===== config.mk =====
export PLATFORM = sky130hd
export DESIGN_NAME = msm_matcher
export DESIGN_NICKNAME = d
export VERILOG_FILES = /design/src/rtl/msm_pkg.sv /design/src/rtl/msm_entry.sv /design/src/rtl/msm_cmp.sv /design/src/rtl/msm_lowest.sv /design/src/rtl/msm_matcher.sv
export SDC_FILE = /design/constraint.sdc
export NUM_CORES = 1
export LEC_CHECK = 0
export BUFFER_PORTS_ARGS = -buffer_cell sky130_fd_sc_hd__buf_2
export CAP_MARGIN = 20
export CORE_MARGIN = 1
export CORE_UTILIZATION = 45
export DETAILED_ROUTE_END_ITERATION = 12
export PLACE_DENSITY = 0.61
export SYNTH_ARGS = -nofsm -noshare
export SYNTH_HDL_FRONTEND = slang
export SYNTH_SLANG_ARGS = --single-unit

===== constraint.sdc =====
create_clock -name clk -period 3.6 [get_ports clk]
set_clock_uncertainty 0.1 [all_clocks]
set_input_delay 0.54 -clock clk [delete_from_list [all_inputs] [get_ports clk]]
set_output_delay 0.54 -clock clk [all_outputs]
set_load 0.05 [all_outputs]

===== src/rtl/msm_pkg.sv =====
package msm_pkg;

  // Per-entry state bits, kept together so an entry is one register group.
  typedef struct packed {
    logic vld;   // entry holds an outstanding miss
    logic sec;   // secure attribute of the miss
    logic unc;   // allocated for an uncacheable access
    logic svc;   // request has been issued downstream
  } ent_flags_t;

  localparam ent_flags_t ENT_EMPTY = '{vld: 1'b0, sec: 1'b0, unc: 1'b0, svc: 1'b0};

endpackage


===== src/rtl/msm_entry.sv =====
module msm_entry
  import msm_pkg::*;
#(
  parameter int LINE_W = 26
) (
  input  logic              clk,
  input  logic              rst,
  input  logic              wr_en,
  input  logic [LINE_W-1:0] wr_line,
  input  logic              wr_sec,
  input  logic              wr_unc,
  input  logic              clr_en,
  input  logic              svc_en,
  output logic [LINE_W-1:0] line_q,
  output ent_flags_t        flags_q
);

  always_ff @(posedge clk) begin
    if (rst) begin
      flags_q <= ENT_EMPTY;
      line_q  <= '0;
    end else if (wr_en) begin
      flags_q <= '{vld: 1'b1, sec: wr_sec, unc: wr_unc, svc: 1'b0};
      line_q  <= wr_line;
    end else begin
      if (clr_en) flags_q.vld <= 1'b0;
      if (svc_en) flags_q.svc <= 1'b1;
    end
  end

  // a written slot becomes valid with a clean in-service bit
  assert_alloc_fills_R6: assert property (@(posedge clk) disable iff (rst)
    wr_en |=> (flags_q.vld && !flags_q.svc));

  // a release without a concurrent write frees the slot
  assert_release_frees_R8: assert property (@(posedge clk) disable iff (rst)
    (clr_en && !wr_en) |=> !flags_q.vld);

  // marking in service sets the bit
  assert_svc_marks_R9: assert property (@(posedge clk) disable iff (rst)
    (svc_en && !wr_en) |=> flags_q.svc);

endmodule


===== src/rtl/msm_cmp.sv =====
module msm_cmp
  import msm_pkg::*;
#(
  parameter int LINE_W = 26
) (
  input  logic [LINE_W-1:0] ent_line,
  input  ent_flags_t        ent_flags,
  input  logic [LINE_W-1:0] key_line,
  input  logic              key_sec,
  output logic              match
);

  // The single place where the match rule is defined: line, secure bit,
  // valid, and never an uncacheable entry.
  always_comb begin
    match = ent_flags.vld && !ent_flags.unc &&
            (ent_line == key_line) && (ent_flags.sec == key_sec);
  end

endmodule


===== src/rtl/msm_lowest.sv =====
module msm_lowest #(
  parameter int N     = 8,
  parameter int IDX_W = (N > 1) ? $clog2(N) : 1
) (
  input  logic [N-1:0]     req,
  output logic             any,
  output logic [IDX_W-1:0] idx
);

  // Scan from the top so the lowest set bit is the last written.
  always_comb begin
    any = 1'b0;
    idx = '0;
    for (int k = N - 1; k >= 0; k--) begin
      if (req[k]) begin
        any = 1'b1;
        idx = IDX_W'(k);
      end
    end
  end

endmodule


===== src/rtl/msm_matcher.sv =====
module msm_matcher
  import msm_pkg::*;
#(
  parameter int NUM_ENT    = 8,
  parameter int ADDR_W     = 32,
  parameter int LINE_BYTES = 64,
  parameter int IDX_W      = (NUM_ENT > 1) ? $clog2(NUM_ENT) : 1
) (
  input  logic              clk,
  input  logic              rst,
  input  logic [ADDR_W-1:0] lk_addr,
  input  logic              lk_secure,
  output logic              lk_hit,
  output logic [IDX_W-1:0]  lk_idx,
  output logic              lk_in_svc,
  input  logic              alloc_valid,
  output logic              alloc_ready,
  input  logic [ADDR_W-1:0] alloc_addr,
  input  logic              alloc_secure,
  input  logic              alloc_uncache,
  output logic [IDX_W-1:0]  alloc_idx,
  input  logic              dealloc_valid,
  input  logic [IDX_W-1:0]  dealloc_idx,
  input  logic              svc_valid,
  input  logic [IDX_W-1:0]  svc_idx,
  output logic              full
);

  localparam int OFS_W  = $clog2(LINE_BYTES);
  localparam int LINE_W = ADDR_W - OFS_W;

  // Alignment: keep only the line bits, the offset is masked away.
  logic [LINE_W-1:0] lk_line, alloc_line;
  assign lk_line    = lk_addr[ADDR_W-1:OFS_W];
  assign alloc_line = alloc_addr[ADDR_W-1:OFS_W];

  logic [NUM_ENT-1:0] vld_vec, unc_vec, svc_vec, hit_vec;
  logic [NUM_ENT-1:0] wr_vec, clr_vec, mark_vec;
  logic               any_free, alloc_fire;

  assign alloc_fire = alloc_valid && any_free;

  for (genvar i = 0; i < NUM_ENT; i++) begin : g_ent
    logic [LINE_W-1:0] line_q;
    ent_flags_t        flags_q;

    assign wr_vec[i]   = alloc_fire && (alloc_idx == IDX_W'(i));
    assign clr_vec[i]  = dealloc_valid && (dealloc_idx == IDX_W'(i));
    assign mark_vec[i] = svc_valid && (svc_idx == IDX_W'(i));

    msm_entry #(.LINE_W(LINE_W)) u_entry (
      .clk     (clk),
      .rst     (rst),
      .wr_en   (wr_vec[i]),
      .wr_line (alloc_line),
      .wr_sec  (alloc_secure),
      .wr_unc  (alloc_uncache),
      .clr_en  (clr_vec[i]),
      .svc_en  (mark_vec[i]),
      .line_q  (line_q),
      .flags_q (flags_q)
    );

    msm_cmp #(.LINE_W(LINE_W)) u_cmp (
      .ent_line  (line_q),
      .ent_flags (flags_q),
      .key_line  (lk_line),
      .key_sec   (lk_secure),
      .match     (hit_vec[i])
    );

    assign vld_vec[i] = flags_q.vld;
    assign unc_vec[i] = flags_q.unc;
    assign svc_vec[i] = flags_q.svc;
  end

  msm_lowest #(.N(NUM_ENT), .IDX_W(IDX_W)) u_free_pick (
    .req (~vld_vec),
    .any (any_free),
    .idx (alloc_idx)
  );

  msm_lowest #(.N(NUM_ENT), .IDX_W(IDX_W)) u_hit_pick (
    .req (hit_vec),
    .any (lk_hit),
    .idx (lk_idx)
  );

  assign lk_in_svc   = lk_hit && svc_vec[lk_idx];
  assign alloc_ready = any_free;
  assign full        = !any_free;

  // callers never open two cacheable entries for one line and secure value
  assert_single_match_R5: assert property (@(posedge clk) disable iff (rst)
    $onehot0(hit_vec));

  // a reported hit is always a valid, cacheable entry
  assert_hit_cacheable_R4: assert property (@(posedge clk) disable iff (rst)
    lk_hit |-> (vld_vec[lk_idx] && !unc_vec[lk_idx]));

  // the offered slot is free
  assert_offer_free_R6: assert property (@(posedge clk) disable iff (rst)
    alloc_ready |-> !vld_vec[alloc_idx]);

  // a request against a full file changes nothing
  assert_full_blocks_R7: assert property (@(posedge clk) disable iff (rst)
    (alloc_valid && full && !dealloc_valid) |=> $stable(vld_vec));

endmodule


==> flow_summary_export.csv, run 1 <==
group,metric,value,unit
worst_setup_path,startpoint_type,"flip-flop",
power_and_ir_drop,switching_share,25.0,%
power_and_ir_drop,power.density,461,nW/um^2
timing,worstMarginPinSlew,0.780,ns
timing,hold_viol_final,0,
timing,final.min_clock_period,3.85,ns
clock_network,clkLatencyLatePin,0.54,ns
global_route,met1_usage,41.5,%
synthesis,synth_enable_flop_cells,0,
timing,final.setup.worst_slack,-0.250,ns
route,dr.pass1.iters,5,
route,vias,10180,
placed_design,place_ws,-0.571,ns
timing,setup_viol,1,
global_route,grt_start_max_net_pins,92,
global_route,top_usage_layer,"met2",
clock_network,cts_tree,"built",
floorplan,die_x,161,microns
synthesis,syn-instance-count,1447,
layout,utilization,54.9,%
synthesis,synth_nets,1525,
synthesis,syn_area,11400,sq um
placed_design,place_congestion,0.905,
worst_setup_path,cp_slowest_cell,"nor4_2",
placed_design,dp_hpwl,26000,microns
floorplan,die-area,26000,sq um
worst_setup_path,cp_num_cells,11,
worst_setup_path,crit_start,"g_ent[2].u_entry.line_q[6]$_SDFFE_PP0P_",
timing,timing.fmax,260,MHz
worst_setup_path,cpMostUsedCell,"buf_4",
clock_network,cts_sinks,240,
route,totalWireLength,39200,microns
route,drtIter0Drc,928,
route,ant_nets,0,
worst_setup_path,ff2ff_setup_slack,0.79,ns
worst_setup_path,crit_path_max_fanout,2,
global_route,track_usage,30.3,%
layout,final_design_area_no_fill,13500,sq um
hold_path,min_path_type,"input pin to flip-flop",
floorplan,start_util,46.3,%
power_and_ir_drop,sequentialPowerShare,43.8,%
clock_network,cts_root_buf,"clkbuf_16",
synthesis,ys_warn_count,0,
global_route,met3_usage,4.75,%
clock_network,cts-htree-levels,1,
worst_setup_path,arrival,3.21,ns
clock_network,cts_made_buffers,27,
status,failed_checks,"setup timing",
synthesis,synth_area_per_cell,7.88,sq um
layout,diodes,0,
worst_setup_path,r2r-start,"g_ent[6].u_entry.flags_q[3]$_SDFFE_PP0P_",
route,wl_per_cell,20.8,microns
worst_setup_path,worstSetupPathType,"flip-flop to output port",
power_and_ir_drop,total_power,6.23,mW
power_and_ir_drop,p_int,4.67,mW
placed_design,io_buffers,75,
power_and_ir_drop,clkPwrFrac,46.7,%
floorplan,dieHeight,161,microns
clock_network,postCtsHoldBufs,0,
layout,syn_to_final_growth,18.4,%
worst_setup_path,worst-path-buf-inv,3,
hold_path,holdPathStages,3,
clock_network,clk_pin_slew,0.06,ns
global_route,overflow,0,
flow_run,drv_cap,0,
power_and_ir_drop,vdd_drop_max,257,uV
route,drc,0,
clock_network,clockBufferDepth,3,
floorplan,coreArea,24600,sq um
worst_setup_path,cp_cell_sequence,"xor2_1 > nor4_2 > buf_4 > nand3_4 > nor4_4 > buf_4 > a21oi_4 > mux2i_1 > or4_1 > o311ai_2 > buf_6",
global_route,grt_first_pass_wirelength,59100,microns
timing,fin_crit_sh,107,%
clock_network,cts_setup_buffers,0,
worst_setup_path,r2r_cells,10,
timing,whs,0.221,ns
synthesis,async_reset_ff_share,0,%
layout,layout_common_cells,"463 x nand2_1, 240 x a21oi_1, 237 x dfxtp_1",
synthesis,yosysSeqAreaShare,42.1,%
layout,n_fill_cell,2348,
timing,drv_slew,0,
synthesis,ys_ff_latch,240,
layout,drive_gt1_share,17.7,%
route,viasPerCell,5.41,
worst_setup_path,cp_slowest_stage_delay,0.47,ns
power_and_ir_drop,p_comb_share,9.6,%
layout,nets,1617,
global_route,grt_pass1_vias,9682,
worst_setup_path,reg2reg_to,"g_ent[5].u_entry.line_q[2]$_SDFFE_PP0P_",
floorplan,ios,88,
synthesis,yosys_most_used_dff,"dfxtp_1",
worst_setup_path,cp_data_required_time,2.96,ns
timing,maxSlewHeadroom,48.0,%
worst_setup_path,path_delay_family,"simple AND/OR/NAND/NOR gates",
layout,layout_commonest_cell,"nand2_1",
power_and_ir_drop,leakage,5.02,nW
global_route,antenna_found_initial,0,
power_and_ir_drop,p_switching,1.56,mW
synthesis,synth_cell_types,36,
timing,rsz0062_at_grt,"true",
worst_setup_path,worstSetupEndpoint,"lk_in_svc",
status,status,"finished with violations",
global_route,use_met2,48.4,%
placed_design,placedInstanceArea,12400,sq um
worst_setup_path,critPathCaptureType,"output port",
floorplan,fp-row-count,57,
==> cells in the mapped netlist (all sizes together), types with 6 or more instances <==
cell type	instances	area share (%)
o21ai	9	0.40
nand3	7	0.31
nand2b	7	0.38
nor3	11	0.48
dfxtp	240	42
nand2	464	15
nor4	37	2.5
nor2	11	0.36
nand4	32	1.8
a21oi	241	11
xor2	118	9.3
buf	63	4.3
clkbuf	68	2.2
xnor2	98	7.5
inv	7	0.23
nor3b	6	0.40
==> sequential cells by signal, indices dropped and copies added, names as in the netlist <==
register / count
g_ent.u_entry.line_q: 208
g_ent.u_entry.flags_q: 32
==> kinds of logic after synthesis <==
kind of cell           synth area share, %
AO/OA/AOI/OAI                         12.0
XOR/XNOR                              16.9
buffers and inverters                 6.73
flip-flops                            42.1
multiplexers                         0.176
AND/OR/NAND/NOR                       22.1
==> cell type report <==
cell class | instances | area (sq um) | area share (%)
Multi-Input combinational cell | 1069 | 5990 | 44.4
Sequential cell | 240 | 4810 | 35.6
Inverter | 7 | 26.3 | 0.195
Clock buffer | 36 | 759 | 5.63
Tap cell | 324 | 405 | 3.00
Clock inverter | 11 | 161 | 1.20
Timing Repair Buffer | 194 | 1350 | 9.99
==> worst reg2reg max path, cell delays in order, from the launching register on <==
cell,delay (ns)
dfxtp_1,0.44
inv_1,0.07
o21ai_1,0.13
nand2_1,0.06
a21boi_1,0.43
inv_1,0.11
a21boi_1,0.34
and2_1,0.39
buf_4,0.42
nand2_1,0.11
a21oi_1,0.15
==> stage by stage <==
stage / setup TNS (ns) / cells
floorplan: 0 / 1447
global placement: -1.03 / 1834
detailed placement: -1.25 / 1834
CTS: -0.256 / 1881
global route: -0.431 / 1881
finish: -0.250 / 1881
==> repair_timing <==
action	4_1_cts	5_1_grt
resized for setup	13	13
endpoints found under the setup margin	5	5
pin swaps	3	6
==> power by group through the flow <==
stage / clock (mW) / combinational, mW / sequential [mW]
after global routing: 3.04 / 0.629 / 2.73
after global placement: 0 / 0.576 / 2.78
final: 2.91 / 0.596 / 2.72
after floorplan: 0 / 0.354 / 2.78
after CTS: 2.91 / 0.583 / 2.72
after detailed placement: 0 / 0.577 / 2.78
==> layer usage <==
| metal | wire [microns] | up-vias |
|---|---|---|
| li1 | - | 4878 |
| met1 | 16700 | 4808 |
| met2 | 17900 | 411 |
| met3 | 3230 | 83 |
| met4 | 1350 | 0 |
| met5 | 0 | - |
==> worst min-delay path by stage <==
stage,startpoint,to
3_5_place_dp,g_ent[0].u_entry.flags_q[1]$_SDFFE_PP0P_,g_ent[0].u_entry.flags_q[1]$_SDFFE_PP0P_
5_1_grt,alloc_addr[10],g_ent[3].u_entry.line_q[4]$_SDFFE_PP0P_
3_3_place_gp,g_ent[7].u_entry.flags_q[1]$_SDFFE_PP0P_,g_ent[7].u_entry.flags_q[1]$_SDFFE_PP0P_
4_1_cts,alloc_addr[10],g_ent[0].u_entry.line_q[4]$_SDFFE_PP0P_
6_report,alloc_addr[10],g_ent[5].u_entry.line_q[4]$_SDFFE_PP0P_
2_1_floorplan,g_ent[0].u_entry.flags_q[1]$_SDFFE_PP0P_,g_ent[0].u_entry.flags_q[1]$_SDFFE_PP0P_
No activity file was read; power rests on OpenSTA's default activity.
==> run 2, diff against run 1 <==
- CELL_PAD_IN_SITES_DETAIL_PLACEMENT: default -> 0
- CELL_PAD_IN_SITES_GLOBAL_PLACEMENT: default -> 1
- PLACE_DENSITY: 0.61 -> 0.78
==> run 2 against run 1 <==
The run still ends with setup timing left; global-route usage rose by 0.10 points; first-iteration DRC count rose by 30%; sequential power barely moved; largest cell class unchanged; critical path type unchanged.
==> flow_summary_export.csv, run 2 (synthesis gave the netlist of run 1 again) <==
group,metric,value,unit
placed_design,place_ws,-0.251,ns
timing,whs,0.236,ns
status,failed_checks,"setup timing",
floorplan,coreArea,24600,sq um
worst_setup_path,worstSetupPathType,"flip-flop to output port",
timing,maxSlewHeadroom,36.7,%
clock_network,postCtsHoldBufs,0,
clock_network,clk_pin_slew,0.06,ns
layout,diodes,0,
worst_setup_path,r2r_cells,10,
clock_network,clkLatencyLatePin,0.53,ns
placed_design,place_congestion,0.872,
flow_run,drv_cap,0,
worst_setup_path,arrival,3.15,ns
power_and_ir_drop,clkPwrFrac,47.8,%
layout,largest_reg_flops,208,
timing,final.setup.worst_slack,-0.188,ns
timing,rsz0062_at_grt,"true",
power_and_ir_drop,sequentialPowerShare,42.9,%
worst_setup_path,startpoint_type,"flip-flop",
clock_network,cts_tree,"built",
timing,drv_slew,0,
placed_design,placedInstanceArea,12400,sq um
global_route,track_usage,30.4,%
global_route,grt_first_pass_wirelength,58700,microns
layout,register_area,4810,sq um
worst_setup_path,critPathCaptureType,"output port",
power_and_ir_drop,p_switching,1.56,mW
power_and_ir_drop,p_int,4.79,mW
floorplan,ios,88,
route,totalWireLength,39700,microns
power_and_ir_drop,vdd_drop_max,358,uV
clock_network,clockBufferDepth,3,
global_route,grt_pass1_vias,9309,
placed_design,dp_hpwl,26600,microns
floorplan,dieHeight,161,microns
floorplan,die_x,161,microns
layout,layout_common_cells,"463 x nand2_1, 240 x a21oi_1, 236 x dfxtp_1",
worst_setup_path,cp_slowest_stage_delay,0.42,ns
power_and_ir_drop,power.density,471,nW/um^2
layout,multiInputGateArea,5930,sq um
layout,final_design_area_no_fill,13500,sq um
layout,fin_cells,1879,
worst_setup_path,ff2ff_setup_slack,0.99,ns
global_route,antenna_found_initial,0,
timing,fin_crit_sh,105,%
clock_network,cts-htree-levels,1,
layout,top_regs,"g_ent.u_entry.line_q (208), g_ent.u_entry.flags_q (32)",
placed_design,io_buffers,75,
layout,top_register,"g_ent.u_entry.line_q",
floorplan,die-area,26000,sq um
global_route,grt_start_max_net_pins,107,
power_and_ir_drop,leakage,4.99,nW
timing,timing.fmax,264,MHz
timing,setup_tns,-0.188,ns
route,viasPerCell,5.42,
clock_network,cts_sinks,240,
worst_setup_path,cp_data_required_time,2.96,ns
placed_design,dp_cells,1830,
status,status,"finished with violations",
global_route,overflow,0,
layout,n_fill_cell,2342,
layout,syn_to_final_growth,18.3,%
worst_setup_path,r2r-start,"g_ent[6].u_entry.flags_q[3]$_SDFFE_PP0P_",
worst_setup_path,cp_cell_sequence,"xor2_1 > nor4_1 > buf_4 > nand4_1 > a2111oi_4 > o21bai_1 > a21oi_2 > mux2i_1 > or4_1 > o311ai_2 > buf_6",
hold_path,min_path_type,"input pin to flip-flop",
power_and_ir_drop,switching_share,24.6,%
layout,drive_gt1_share,17.5,%
worst_setup_path,reg2reg_to,"g_ent[4].u_entry.line_q[20]$_SDFFE_PP0P_",
floorplan,start_util,46.3,%
worst_setup_path,crit_path_max_fanout,2,
layout,layout_commonest_cell,"nand2_1",
worst_setup_path,worstSetupEndpoint,"lk_in_svc",
power_and_ir_drop,p_comb_share,9.3,%
worst_setup_path,cp_slowest_cell,"or4_1",
route,drtIter0Drc,1203,
floorplan,fp-row-count,57,
worst_setup_path,cp_num_cells,11,
worst_setup_path,crit_start,"g_ent[7].u_entry.line_q[20]$_SDFFE_PP0P_",
timing,final.min_clock_period,3.79,ns
layout,nets,1613,
timing,setup_viol,1,
route,drc,0,
route,dr.pass1.iters,6,
route,wl_per_cell,21.1,microns
clock_network,cts_made_buffers,27,
route,ant_nets,0,
worst_setup_path,path_delay_family,"simple AND/OR/NAND/NOR gates",
timing,hold_viol_final,0,
timing,worstMarginPinSlew,0.950,ns
route,vias,10184,
clock_network,cts_root_buf,"clkbuf_16",
worst_setup_path,worst-path-buf-inv,2,
run 2: worst register-to-register path, cell delays in order, from the launching register on:
cell	delay (ns)
dfxtp_1	0.38
inv_1	0.06
o21ai_1	0.13
nand2_1	0.06
a21boi_1	0.37
inv_1	0.11
a21boi_1	0.36
nand2b_1	0.29
buf_4	0.40
nand2_1	0.11
a21oi_1	0.15
run 2: worst min-delay path by stage:
stage | from | end | slack (ns) | depth (start not counted)
after floorplan | g_ent[0].u_entry.flags_q[1]$_SDFFE_PP0P_ | g_ent[0].u_entry.flags_q[1]$_SDFFE_PP0P_ | 0.33 | 2
after global placement | g_ent[7].u_entry.flags_q[1]$_SDFFE_PP0P_ | g_ent[7].u_entry.flags_q[1]$_SDFFE_PP0P_ | 0.34 | 2
after detailed placement | g_ent[7].u_entry.flags_q[1]$_SDFFE_PP0P_ | g_ent[7].u_entry.flags_q[1]$_SDFFE_PP0P_ | 0.35 | 2
after CTS | alloc_addr[10] | g_ent[3].u_entry.line_q[4]$_SDFFE_PP0P_ | 0.23 | 3
after global routing | alloc_addr[10] | g_ent[2].u_entry.line_q[4]$_SDFFE_PP0P_ | 0.24 | 3
final | alloc_addr[10] | g_ent[3].u_entry.line_q[4]$_SDFFE_PP0P_ | 0.24 | 3
run 2: area by class of cell:
type                            count  share of cell area, %
Tap cell                          324                   3.01
Inverter                            7                  0.195
Clock inverter                     16                   1.78
Multi-Input combinational cell   1069                   43.9
Sequential cell                   240                   35.7
Clock buffer                       33                   5.47
Timing Repair Buffer              190                   9.96
run 2: per-stage QoR:
stage / utilization (%) / total power [mW]
2_1_floorplan: - / 3.13
3_3_place_gp: 50.5 / 3.36
3_5_place_dp: 50.5 / 3.36
4_1_cts: 54.7 / 6.36
5_1_grt: 54.8 / 6.52
6_report: 54.8 / 6.35
run 2: repair_timing:
| item | CTS | global route |
|---|---|---|
| resized for setup | 12 | 7 |
| endpoints found under the hold margin | 0 | 0 |
| buffers inserted | 0 | 0 |
| pin swaps | 7 | 1 |
| setup endpoints to repair | 1 | 5 |
run 2: power by group through the flow:
stage / Sequential, mW / Combinational (mW) / Clock (mW)
finish: 2.72 / 0.590 / 3.04
global placement: 2.78 / 0.574 / 0
global route: 2.73 / 0.622 / 3.17
detailed placement: 2.78 / 0.575 / 0
CTS: 2.72 / 0.582 / 3.06
floorplan: 2.78 / 0.354 / 0
run 2: layer usage:
metal | GRT usage [%] | vias to the layer above | share of wire [%]
met5 | 0 | - | 0
met4 | 11.7 | 0 | 3.8
met3 | 4.57 | 71 | 7.7
met2 | 46.8 | 385 | 45
met1 | 42.6 | 4854 | 43
li1 | - | 4874 | -
